**config.mk**
```make
export PLATFORM = sky130hd
export DESIGN_NAME = async_serial_port
export DESIGN_NICKNAME = d
export VERILOG_FILES = /design/src/rtl/asp_pkg.sv /design/src/rtl/asp_baud.sv /design/src/rtl/asp_ctrl.sv /design/src/rtl/asp_datapath.sv /design/src/rtl/async_serial_port.sv
export SDC_FILE = /design/constraint.sdc
export NUM_CORES = 1
export LEC_CHECK = 0
export CAP_MARGIN = 20
export CORE_ASPECT_RATIO = 0.9
export CORE_MARGIN = 1.5
export CORE_UTILIZATION = 57
export CTS_BUF_LIST = sky130_fd_sc_hd__clkbuf_16
export DETAILED_ROUTE_END_ITERATION = 8
export PLACE_DENSITY_LB_ADDON = 0.08
export SKIP_LAST_GASP = 1
export SYNTH_ARGS = -nofsm -noshare
export SYNTH_HDL_FRONTEND = slang
export SYNTH_HIERARCHICAL = 1
export SYNTH_SLANG_ARGS = --single-unit
```
**constraint.sdc**
```tcl
create_clock -name clk -period 3.05 [get_ports clk]
set_input_delay 0.61 -clock clk [delete_from_list [all_inputs] [get_ports clk]]
set_output_delay 0.61 -clock clk [all_outputs]
set_load 0.02 [all_outputs]
```
**src/rtl/asp_pkg.sv**
```systemverilog
package asp_pkg;

  typedef enum logic [2:0] {
    S_IDLE,
    S_START,
    S_DATA,
    S_PAR,
    S_STOP
  } phase_t;

  // strobes from the control FSMs to the datapath
  typedef struct packed {
    logic load;
    logic shiftOut;
    logic putParity;
    logic putStop;
  } txStrobe_t;

  typedef struct packed {
    logic clear;
    logic takeData;
    logic takeParity;
    logic takeStop;
  } rxStrobe_t;

  localparam logic [1:0] PAR_EVEN = 2'b01;
  localparam logic [1:0] PAR_ODD  = 2'b10;

  function automatic logic parityOn(input logic [1:0] mode);
    return (mode == PAR_EVEN) || (mode == PAR_ODD);
  endfunction

  function automatic logic parityOdd(input logic [1:0] mode);
    return mode == PAR_ODD;
  endfunction

endpackage

```
**src/rtl/asp_baud.sv**
```systemverilog
module asp_baud #(
  parameter int DIV_W       = 16,
  parameter int SYNC_STAGES = 2
) (
  input  logic             clk,
  input  logic             rstN,
  input  logic             useExt,
  input  logic [DIV_W-1:0] divisor,
  input  logic             extClk,
  output logic             tick
);

  logic [DIV_W-1:0]     divCnt;
  logic [SYNC_STAGES:0] extSync;
  logic                 intHit;
  logic                 extRise;
  logic [DIV_W-1:0]     reloadVal;

  assign intHit    = (divCnt == '0);
  assign extRise   = extSync[SYNC_STAGES-1] & ~extSync[SYNC_STAGES];
  assign reloadVal = (divisor == '0) ? '0 : divisor - DIV_W'(1);

  always_ff @(posedge clk or negedge rstN) begin
    if (!rstN) begin
      divCnt  <= '0;
      extSync <= '0;
      tick    <= 1'b0;
    end else begin
      divCnt  <= intHit ? reloadVal : divCnt - DIV_W'(1);
      extSync <= {extSync[SYNC_STAGES-1:0], extClk};
      tick    <= useExt ? extRise : intHit;
    end
  end

  // with a stable divisor above one, enables never come back to back
  p_tick_gap_r5: assert property (@(posedge clk) disable iff (!rstN)
    (tick && !useExt && $stable(useExt) && $stable(divisor) && divisor > DIV_W'(1))
      |=> !tick);

  // a resynchronised edge cannot give two enables in a row
  p_ext_edge_r6: assert property (@(posedge clk) disable iff (!rstN)
    (tick && useExt && $stable(useExt)) |=> !tick);

endmodule

```
**src/rtl/asp_ctrl.sv**
```systemverilog
module asp_ctrl
  import asp_pkg::*;
#(
  parameter int OSR = 16
) (
  input  logic       clk,
  input  logic       rstN,
  input  logic       tick,
  input  logic       txValid,
  input  logic       cfgWord8,
  input  logic [1:0] cfgParity,
  input  logic [1:0] cfgStop,
  input  logic       rxBit,
  output logic       txReady,
  output txStrobe_t  txStb,
  output rxStrobe_t  rxStb
);

  localparam int TX_W = $clog2(2 * OSR + 1);
  localparam int RX_W = $clog2(OSR);
  localparam logic [TX_W-1:0] TX_END   = TX_W'(OSR - 1);
  localparam logic [RX_W-1:0] RX_MID   = RX_W'(OSR / 2 - 1);
  localparam logic [RX_W-1:0] RX_END   = RX_W'(OSR - 1);

  phase_t          txState, txNext, rxState, rxNext;
  logic [TX_W-1:0] txCnt, txCntNext, stopLast;
  logic [2:0]      txIdx, txIdxNext, rxIdx, rxIdxNext, lastIdx;
  logic [RX_W-1:0] rxCnt, rxCntNext;
  logic            txBitEnd;

  assign lastIdx  = cfgWord8 ? 3'd7 : 3'd6;
  assign txBitEnd = tick && (txCnt == TX_END);

  always_comb begin
    case (cfgStop)
      2'b00:   stopLast = TX_W'(OSR - 1);
      2'b01:   stopLast = TX_W'(OSR + OSR / 2 - 1);
      default: stopLast = TX_W'(2 * OSR - 1);
    endcase
  end

  // transmit sequencing
  always_comb begin
    txNext    = txState;
    txCntNext = txCnt;
    txIdxNext = txIdx;
    txStb     = '0;
    txReady   = (txState == S_IDLE);
    case (txState)
      S_IDLE: if (txValid) begin
        txStb.load = 1'b1;
        txNext     = S_START;
        txCntNext  = '0;
      end
      S_START: if (tick) begin
        if (txBitEnd) begin
          txCntNext      = '0;
          txIdxNext      = '0;
          txStb.shiftOut = 1'b1;
          txNext         = S_DATA;
        end else txCntNext = txCnt + TX_W'(1);
      end
      S_DATA: if (tick) begin
        if (txBitEnd) begin
          txCntNext = '0;
          if (txIdx == lastIdx) begin
            if (parityOn(cfgParity)) begin
              txStb.putParity = 1'b1;
              txNext          = S_PAR;
            end else begin
              txStb.putStop = 1'b1;
              txNext        = S_STOP;
            end
          end else begin
            txIdxNext      = txIdx + 3'd1;
            txStb.shiftOut = 1'b1;
          end
        end else txCntNext = txCnt + TX_W'(1);
      end
      S_PAR: if (tick) begin
        if (txBitEnd) begin
          txCntNext     = '0;
          txStb.putStop = 1'b1;
          txNext        = S_STOP;
        end else txCntNext = txCnt + TX_W'(1);
      end
      S_STOP: if (tick) begin
        if (txCnt == stopLast) begin
          txCntNext = '0;
          txNext    = S_IDLE;
        end else txCntNext = txCnt + TX_W'(1);
      end
      default: txNext = S_IDLE;
    endcase
  end

  // receive sequencing
  always_comb begin
    rxNext    = rxState;
    rxCntNext = rxCnt;
    rxIdxNext = rxIdx;
    rxStb     = '0;
    case (rxState)
      S_IDLE: if (tick && !rxBit) begin
        rxStb.clear = 1'b1;
        rxCntNext   = '0;
        rxNext      = S_START;
      end
      S_START: if (tick) begin
        if (rxCnt == RX_MID && rxBit) begin
          rxCntNext = '0;
          rxNext    = S_IDLE;
        end else if (rxCnt == RX_END) begin
          rxCntNext = '0;
          rxIdxNext = '0;
          rxNext    = S_DATA;
        end else rxCntNext = rxCnt + RX_W'(1);
      end
      S_DATA: if (tick) begin
        if (rxCnt == RX_MID) rxStb.takeData = 1'b1;
        if (rxCnt == RX_END) begin
          rxCntNext = '0;
          if (rxIdx == lastIdx) rxNext = parityOn(cfgParity) ? S_PAR : S_STOP;
          else rxIdxNext = rxIdx + 3'd1;
        end else rxCntNext = rxCnt + RX_W'(1);
      end
      S_PAR: if (tick) begin
        if (rxCnt == RX_MID) rxStb.takeParity = 1'b1;
        if (rxCnt == RX_END) begin
          rxCntNext = '0;
          rxNext    = S_STOP;
        end else rxCntNext = rxCnt + RX_W'(1);
      end
      S_STOP: if (tick) begin
        if (rxCnt == RX_MID) begin
          rxStb.takeStop = 1'b1;
          rxCntNext      = '0;
          rxNext         = S_IDLE;
        end else rxCntNext = rxCnt + RX_W'(1);
      end
      default: rxNext = S_IDLE;
    endcase
  end

  always_ff @(posedge clk or negedge rstN) begin
    if (!rstN) begin
      txState <= S_IDLE;
      txCnt   <= '0;
      txIdx   <= '0;
      rxState <= S_IDLE;
      rxCnt   <= '0;
      rxIdx   <= '0;
    end else begin
      txState <= txNext;
      txCnt   <= txCntNext;
      txIdx   <= txIdxNext;
      rxState <= rxNext;
      rxCnt   <= rxCntNext;
      rxIdx   <= rxIdxNext;
    end
  end

  // the data-bit index stays within the selected word length
  p_idx_bound_r2: assert property (@(posedge clk) disable iff (!rstN)
    (txState == S_DATA && $stable(cfgWord8)) |-> (txIdx <= lastIdx));

endmodule

```
**src/rtl/asp_datapath.sv**
```systemverilog
module asp_datapath
  import asp_pkg::*;
#(
  parameter int SYNC_STAGES = 2
) (
  input  logic       clk,
  input  logic       rstN,
  input  txStrobe_t  txStb,
  input  rxStrobe_t  rxStb,
  input  logic       cfgWord8,
  input  logic [1:0] cfgParity,
  input  logic [7:0] txData,
  input  logic       rxLine,
  output logic       txLine,
  output logic       rxBit,
  output logic [7:0] rxData,
  output logic       rxValid,
  output logic       rxParityErr,
  output logic       rxFrameErr
);

  logic [7:0]             txShift, rxShift;
  logic                   txPar, rxPar, rxPerr;
  logic [SYNC_STAGES-1:0] rxSync;

  assign rxBit = rxSync[SYNC_STAGES-1];

  always_ff @(posedge clk or negedge rstN) begin
    if (!rstN) begin
      txShift <= '0;
      txPar   <= 1'b0;
      txLine  <= 1'b1;
    end else if (txStb.load) begin
      txShift <= txData;
      txPar   <= 1'b0;
      txLine  <= 1'b0;
    end else if (txStb.shiftOut) begin
      txLine  <= txShift[0];
      txPar   <= txPar ^ txShift[0];
      txShift <= {1'b0, txShift[7:1]};
    end else if (txStb.putParity) begin
      txLine <= txPar ^ parityOdd(cfgParity);
    end else if (txStb.putStop) begin
      txLine <= 1'b1;
    end
  end

  always_ff @(posedge clk or negedge rstN) begin
    if (!rstN) begin
      rxSync      <= '1;
      rxShift     <= '0;
      rxPar       <= 1'b0;
      rxPerr      <= 1'b0;
      rxData      <= '0;
      rxValid     <= 1'b0;
      rxParityErr <= 1'b0;
      rxFrameErr  <= 1'b0;
    end else begin
      rxSync  <= {rxSync[SYNC_STAGES-2:0], rxLine};
      rxValid <= 1'b0;
      if (rxStb.clear) begin
        rxShift <= '0;
        rxPar   <= 1'b0;
        rxPerr  <= 1'b0;
      end
      if (rxStb.takeData) begin
        rxShift <= {rxBit, rxShift[7:1]};
        rxPar   <= rxPar ^ rxBit;
      end
      if (rxStb.takeParity) rxPerr <= rxBit ^ rxPar ^ parityOdd(cfgParity);
      if (rxStb.takeStop) begin
        rxValid     <= 1'b1;
        rxData      <= cfgWord8 ? rxShift : {1'b0, rxShift[7:1]};
        rxParityErr <= parityOn(cfgParity) & rxPerr;
        rxFrameErr  <= ~rxBit;
      end
    end
  end

  // the sequencer never asks for two line actions at once
  p_tx_strobe_onehot_r1: assert property (@(posedge clk) disable iff (!rstN)
    $onehot0(txStb));

  // receive actions are mutually exclusive
  p_rx_strobe_onehot_r7: assert property (@(posedge clk) disable iff (!rstN)
    $onehot0(rxStb));

endmodule

```
**src/rtl/async_serial_port.sv**
```systemverilog
module async_serial_port
  import asp_pkg::*;
#(
  parameter int DIV_W       = 16,
  parameter int OSR         = 16,
  parameter int SYNC_STAGES = 2
) (
  input  logic             clk,
  input  logic             rstN,
  input  logic             cfgWord8,
  input  logic [1:0]       cfgParity,
  input  logic [1:0]       cfgStop,
  input  logic             cfgExtClk,
  input  logic [DIV_W-1:0] divisor,
  input  logic             extClk,
  input  logic [7:0]       txData,
  input  logic             txValid,
  output logic             txReady,
  output logic             txLine,
  input  logic             rxLine,
  output logic [7:0]       rxData,
  output logic             rxValid,
  output logic             rxParityErr,
  output logic             rxFrameErr
);

  logic      tick;
  logic      rxBit;
  txStrobe_t txStb;
  rxStrobe_t rxStb;

  asp_baud #(.DIV_W(DIV_W), .SYNC_STAGES(SYNC_STAGES)) u_baud (
    .clk(clk), .rstN(rstN), .useExt(cfgExtClk), .divisor(divisor),
    .extClk(extClk), .tick(tick)
  );

  asp_ctrl #(.OSR(OSR)) u_ctrl (
    .clk(clk), .rstN(rstN), .tick(tick), .txValid(txValid),
    .cfgWord8(cfgWord8), .cfgParity(cfgParity), .cfgStop(cfgStop),
    .rxBit(rxBit), .txReady(txReady), .txStb(txStb), .rxStb(rxStb)
  );

  asp_datapath #(.SYNC_STAGES(SYNC_STAGES)) u_dp (
    .clk(clk), .rstN(rstN), .txStb(txStb), .rxStb(rxStb),
    .cfgWord8(cfgWord8), .cfgParity(cfgParity), .txData(txData),
    .rxLine(rxLine), .txLine(txLine), .rxBit(rxBit), .rxData(rxData),
    .rxValid(rxValid), .rxParityErr(rxParityErr), .rxFrameErr(rxFrameErr)
  );

  // an accepted byte starts its frame with a low start bit
  p_accept_start_r1: assert property (@(posedge clk) disable iff (!rstN)
    (txValid && txReady) |=> !txLine);

  // the line is high whenever the transmitter offers readiness
  p_idle_high_r1: assert property (@(posedge clk) disable iff (!rstN)
    txReady |-> txLine);

  // receive valid is a single-cycle pulse
  p_rx_pulse_r7: assert property (@(posedge clk) disable iff (!rstN)
    rxValid |=> !rxValid);

  // no parity error is reported with parity switched off
  p_no_perr_none_r10: assert property (@(posedge clk) disable iff (!rstN)
    (rxValid && !parityOn(cfgParity) && $stable(cfgParity)) |-> !rxParityErr);

endmodule

```
==> results.sh, run 1 <==
export IMPL_status="finished, final reports clean"
export IMPL_synth_ff_latch_count=75
export IMPL_num_vias=3423
export IMPL_synthCells=449
export IMPL_hold_viol_final=0
export IMPL_ys_flop_type="dfrtp_1"
export IMPL_crit_buf_inv=2
export IMPL_die_h_um=84.9
export IMPL_postRouteAntennaNets=0
export IMPL_dp_hpwl_um=6110
export IMPL_cp_max_fo=14
export IMPL_r2r_cells=8
export IMPL_num_rows=29
export IMPL_cts_inserted_buffers=9
export IMPL_vias_per_cell=5.74
export IMPL_maxSlewHeadroom_pct=38.5
export IMPL_power_density_nw_per_um2=496
export IMPL_clkTransAtPathRegs_ns=0.06
export IMPL_hold_path_class="flip-flop to flip-flop"
export IMPL_worst_ep_required_time_ns=2.44
export IMPL_min_period_ns=2.65
export IMPL_grt_use_total_pct=24.1
export IMPL_ctsHoldBuffers=0
export IMPL_layoutNonFillerInstCount=596
export IMPL_drt_wl_total_um=8810
export IMPL_htreeDepth=3
export IMPL_path_delay_family="buffers and inverters"
export IMPL_cts_tree="yes"
export IMPL_dp_cells=580
export IMPL_synth_async_reset_ratio_pct=100
export IMPL_setup_violations_final=0
export IMPL_synth_area_leaders="dfrtp_1, mux2i_1, nand2_1"
export IMPL_core_um2=7150
export IMPL_end_kind="output port"
export IMPL_post_drt_wl_per_cell_um=14.8
export IMPL_io_pins=48
export IMPL_ir_drop_mv=0.302
export IMPL_synth_top_family_by_area="simple AND/OR/NAND/NOR gates"
export IMPL_crit_path_start_kind="flip-flop"
export IMPL_p_leak_nw=2.09
export IMPL_worstMarginPinSlew_ns=0.923
export IMPL_die_w_um=94.0
export IMPL_antenna_found_initial=0
export IMPL_synth_distinct_cells=67
export IMPL_seq_area_frac_synth_pct=44.3
export IMPL_crit_chain="or3_1, inv_1, clkdlybuf4s50_1"
export IMPL_grt_overflow_total=0
export IMPL_critPathArrivalTime_ns=2.04
export IMPL_gp_congestion=0.839
export IMPL_synth_top_area_share_pct=42.4
export IMPL_synth_enable_flop_cells=0
export IMPL_final_max_slew_violation_count=0
export IMPL_synth_net_count=492
export IMPL_synth_compound_area_share_pct=14.7
export IMPL_rsz0062_at_grt="no"
export IMPL_yosys_warnings=6
export IMPL_syn_cell_area_um2=4250
export IMPL_area_growth_pct=21.0
export IMPL_cts_root_buf="clkbuf_16"
export IMPL_synth_area_leader_cell="dfrtp_1"
export IMPL_drive_above_1_share_pct=9.74
export IMPL_place_ws_ns=0.230
export IMPL_max_clock_path_buffers=2
export IMPL_min_path_cells=0
export IMPL_route_detailed_drc=0
export IMPL_initialDrtViolationCount=179
export IMPL_firstDrtPassIters=5
export IMPL_initial_core_util_pct=59.4
export IMPL_synth_fa_ha_area_share_pct=2.59
export IMPL_clock_latency_ns=0.33
export IMPL_fin_tns_setup_ns=0
export IMPL_clock_skew_ns=0.00706
export IMPL_cts_resized=0
export IMPL_utilization_pct=71.9
export IMPL_grt_pass1_wl_um=15200
export IMPL_max_stage_delay_ns=0.59
export IMPL_setup_slack_ns=0.404
export IMPL_grt_pass1_vias=3272
export IMPL_max_freq_mhz=378
export IMPL_cts_setup_buffers=0
export IMPL_maxCapViolations=0
export IMPL_slowest_stage="clkdlybuf4s50_1"
export IMPL_grt_start_max_net_pins=76
export IMPL_cts_sinks=75
export IMPL_synth_xor_area_share_pct=6.40
export IMPL_io_buffers=47
export IMPL_yosys_area_share_simple_pct=22.1
export IMPL_synth_mux_area_share_pct=6.04
export IMPL_dieArea_um2=7980
export IMPL_nNetsFinal=541
export IMPL_syn_avg_cell_area_um2=9.46
export IMPL_cp_depth=3
export IMPL_crit_type="flip-flop to output port"
export IMPL_num_antenna_cells=0
export IMPL_fin_crit_sh_pct=86.7
-- state kept, by name (all words and copies together), names as in the netlist, 4 cells and up --
register       count
u_baud/divCnt     16
u_ctrl/rxCnt       4
u_ctrl/txCnt       6
u_dp/rxData        8
u_dp/rxShift       8
u_dp/txShift       8
-- where the power goes --
group	internal (mW)	total, mW	switching, mW
logic	0.154	0.308	0.154
registers	1.06	1.12	0.0621
clock network	0.714	1.12	0.405
-- routing by layer --
metal / part of all wire (%) / track usage [%]
met1: 46 / 32.3
met2: 49 / 39.8
met5: 0 / 0
met4: 0.86 / 7.46
met3: 4.1 / 4.57
-- synthesized netlist by cell type (all sizes together), types with 4 or more instances --
cell / instances
inv: 17
or2: 4
or3: 5
clkbuf: 8
nor2: 38
dfrtp: 72
nor4b: 4
mux2: 5
nand2: 50
o22ai: 11
nand3b: 4
a21oi: 18
ha: 8
nor3b: 6
nor4: 8
a211oi: 4
a21o: 6
o21ai: 36
mux2i: 20
xnor2: 14
nand2b: 14
nor3: 10
buf: 13
nand3: 11
xor2: 17
-- per-stage QoR --
step / power (mW) / hold slack, ns / area (um^2)
6_report: 2.55 / 0.352 / 5140
2_1_floorplan: 1.31 / 0.314 / 4250
5_1_grt: 2.67 / 0.360 / 5140
3_5_place_dp: 1.44 / 0.341 / 4820
3_3_place_gp: 1.43 / 0.336 / 4820
4_1_cts: 2.57 / 0.354 / 5140
-- cells in the final DEF, fill, tap and decap left out, types with 3 or more instances in the layout --
| cell | instances |
|---|---|
| nand2b_1 | 13 |
| nor3_1 | 10 |
| nor4b_1 | 3 |
| or4_1 | 3 |
| clkbuf_16 | 9 |
| mux2i_1 | 20 |
| buf_4 | 13 |
| nand3b_1 | 4 |
| nor2b_1 | 3 |
| nor4_1 | 7 |
| xor2_1 | 17 |
| mux2_1 | 4 |
| nor2_1 | 37 |
| nand2_1 | 49 |
| a21oi_1 | 18 |
| clkdlybuf4s50_1 | 46 |
| o21ai_0 | 31 |
| nor3b_1 | 6 |
| xnor2_1 | 14 |
| a22oi_1 | 3 |
| o22ai_1 | 10 |
| dfrtp_1 | 72 |
| o21ai_1 | 5 |
| a211oi_1 | 4 |
| nand3_1 | 10 |
| or3_1 | 5 |
| or2_2 | 4 |
| inv_1 | 18 |
| a21o_1 | 5 |
| ha_1 | 8 |
| dfstp_2 | 3 |
-- final timing paths --
path                       slack, ns              start                 to
max                             0.40  u_ctrl/txState[0]            txReady
min                             0.35  u_baud/extSync[0]  u_baud/extSync[1]
max reg2reg                     0.63    u_ctrl/txCnt[0]        u_dp/txLine
min reg2reg                     0.35  u_baud/extSync[0]  u_baud/extSync[1]
max in group asynchronous       2.02               rstN   u_baud/divCnt[5]
min in group asynchronous       0.39               rstN     u_dp/rxData[5]
-- final cells by class --
| type | count | area, um^2 |
|---|---|---|
| repair buffers | 59 | 558 |
| flip-flops and latches | 75 | 1880 |
| clock inverters | 7 | 92.6 |
| inverters | 17 | 63.8 |
| multi-input cells | 336 | 2200 |
| clock buffers | 9 | 225 |
| fillers | 532 | 2010 |
| well taps | 93 | 116 |
-- cell families (layout without fill, tap and decap cells) --
kind of cell,Yosys count,after routing
AOI/OAI and AO/OA,98,98
buffers and inverters,38,92
xor gates and xnor gates,31,31
and+or+nand+nor,173,173
muxes,25,25
adders and majority gates,9,9
DFF,75,75
Power figures use the tool's default switching activity.
==> run 2, diff against run 1 <==
--- a/config.mk
+++ b/config.mk
@@ -11,6 +11,7 @@
 export CORE_UTILIZATION = 57
 export CTS_BUF_LIST = sky130_fd_sc_hd__clkbuf_16
 export DETAILED_ROUTE_END_ITERATION = 8
+export GPL_TIMING_DRIVEN = 0
 export PLACE_DENSITY_LB_ADDON = 0.08
 export SKIP_LAST_GASP = 1
 export SYNTH_ARGS = -nofsm -noshare
==> results.sh, run 2 (synthesis gave the netlist of run 1 again) <==
export IMPL_nFillCells=519
export IMPL_layoutNonFillerInstCount=606
export IMPL_ir_drop_mv=0.321
export IMPL_cts_root_buf="clkbuf_16"
export IMPL_htreeDepth=3
export IMPL_area_growth_pct=22.4
export IMPL_maxCapViolations=0
export IMPL_power_density_nw_per_um2=507
export IMPL_grt_pass1_vias=3301
export IMPL_reg2reg_setup_slack_ns=0.69
export IMPL_die_h_um=84.9
export IMPL_crit_path_start_kind="flip-flop"
export IMPL_grt_overflow_total=0
export IMPL_fin_tns_setup_ns=0
export IMPL_fin_crit_sh_pct=85.4
export IMPL_final_cell_area_um2=5200
export IMPL_die_w_um=94.0
export IMPL_p_leak_nw=2.12
export IMPL_dieArea_um2=7980
export IMPL_dp_hpwl_um=6280
export IMPL_placed_area_um2=4860
export IMPL_worstMarginPinSlew_ns=0.888
export IMPL_cts_resized=0
export IMPL_setup_violations_final=0
export IMPL_setup_slack_ns=0.445
export IMPL_final_common_cell="dfrtp_1"
export IMPL_final_cell_mix="dfrtp_1, nand2_1, clkdlybuf4s50_1"
export IMPL_firstDrtPassIters=7
export IMPL_rr_endpoint="u_dp/txShift[3]"
export IMPL_drive_above_1_share_pct=9.94
export IMPL_rsz0062_at_grt="no"
export IMPL_timing_rr_start="u_ctrl/txCnt[1]"
export IMPL_seqCellArea_um2=1880
export IMPL_worst_setup_path_startpoint="u_ctrl/txState[1]"
export IMPL_holdWs_ns=0.166
export IMPL_p_total_mw=2.64
export IMPL_utilization_pct=72.7
export IMPL_route_detailed_drc=0
export IMPL_num_antenna_cells=0
export IMPL_dp_cells=590
export IMPL_largest_register="u_baud/divCnt"
export IMPL_max_freq_mhz=384
export IMPL_vias_per_cell=5.73
export IMPL_largest_reg_flops=16
export IMPL_gp_congestion=0.862
export IMPL_cts_inserted_buffers=9
export IMPL_grt_use_total_pct=24.2
export IMPL_cts_setup_buffers=0
export IMPL_max_clock_path_buffers=2
export IMPL_post_drt_wl_per_cell_um=14.7
export IMPL_io_pins=48
export IMPL_hold_path_class="input pin to asynchronous set/reset pin"
export IMPL_r2r_cells=8
export IMPL_antenna_found_initial=0
export IMPL_hold_viol_final=0
export IMPL_final_max_slew_violation_count=0
export IMPL_initialDrtViolationCount=244
export IMPL_min_period_ns=2.61
export IMPL_num_vias=3475
export IMPL_grt_start_max_net_pins=55
export IMPL_clock_skew_ns=0.00345
export IMPL_worst_ep_required_time_ns=2.44
export IMPL_ctsHoldBuffers=0
export IMPL_place_ws_ns=0.159
export IMPL_postRouteAntennaNets=0
export IMPL_critPathArrivalTime_ns=2.00
export IMPL_end_kind="output port"
export IMPL_crit_type="flip-flop to output port"
export IMPL_endpoint="txReady"
export IMPL_status="finished, final reports clean"
export IMPL_clock_latency_ns=0.33
export IMPL_clkTransAtPathRegs_ns=0.06
export IMPL_cts_tree="yes"
export IMPL_maxSlewHeadroom_pct=40.7
export IMPL_io_buffers=47
export IMPL_grt_pass1_wl_um=15100
export IMPL_multi_input_area_um2=2200
export IMPL_cts_sinks=75
export IMPL_core_um2=7150
export IMPL_cp_max_fo=9
export IMPL_drt_wl_total_um=8890
export IMPL_nNetsFinal=551
export IMPL_initial_core_util_pct=59.4
export IMPL_num_rows=29
==> run 2: cell count changes in the layout (fill, tap and decap cells not counted), sizes merged <==
cell,change
buf,+2
clkinv,+2
clkinvlp,-2
inv,-1
clkbuf,+8
bufinv,+1
==> run 2: where the power goes <==
group | switching (mW) | total (mW) | leakage [nW] | internal [mW]
registers | 0.0578 | 1.12 | 0.860 | 1.06
clock network | 0.409 | 1.21 | 0.165 | 0.797
logic | 0.158 | 0.314 | 1.09 | 0.156
==> run 2: per-layer routing <==
layer	part of all wire, %	routed length (um)	up-vias	GRT usage (%)
li1	-	-	1703	-
met1	47	4150	1660	32.5
met2	47	4190	101	38.7
met3	4.7	422	11	5.47
met4	1.3	116	0	8.68
met5	0	0	-	0
==> run 2: area by class of cell <==
class	instances	area share (%)
repair buffers	48	9.53
well taps	93	2.24
clock buffers	9	4.33
inverters	17	1.23
flip-flops and latches	75	36.2
clock inverters	7	2.21
multi-input cells	336	42.3
plain buffers	21	1.95
==> run 2: how the worst min path moves through the flow <==
stage,end,slack [ns],cells after the start
2_1_floorplan,u_baud/divCnt[0],0.31,0
3_3_place_gp,u_baud/extSync[1],0.33,0
3_5_place_dp,u_baud/extSync[1],0.34,0
4_1_cts,u_dp/rxData[4],0.17,1
5_1_grt,u_dp/rxData[4],0.18,1
6_report,u_dp/rxData[4],0.17,1
==> run 2: worst max-delay path, cell delays in order (launching register included) <==
cell and delay [ns]:
dfrtp_1 0.36, clkbuf_1 0.20, or3_1 0.44, inv_1 0.07
clkdlybuf4s50_1 0.59
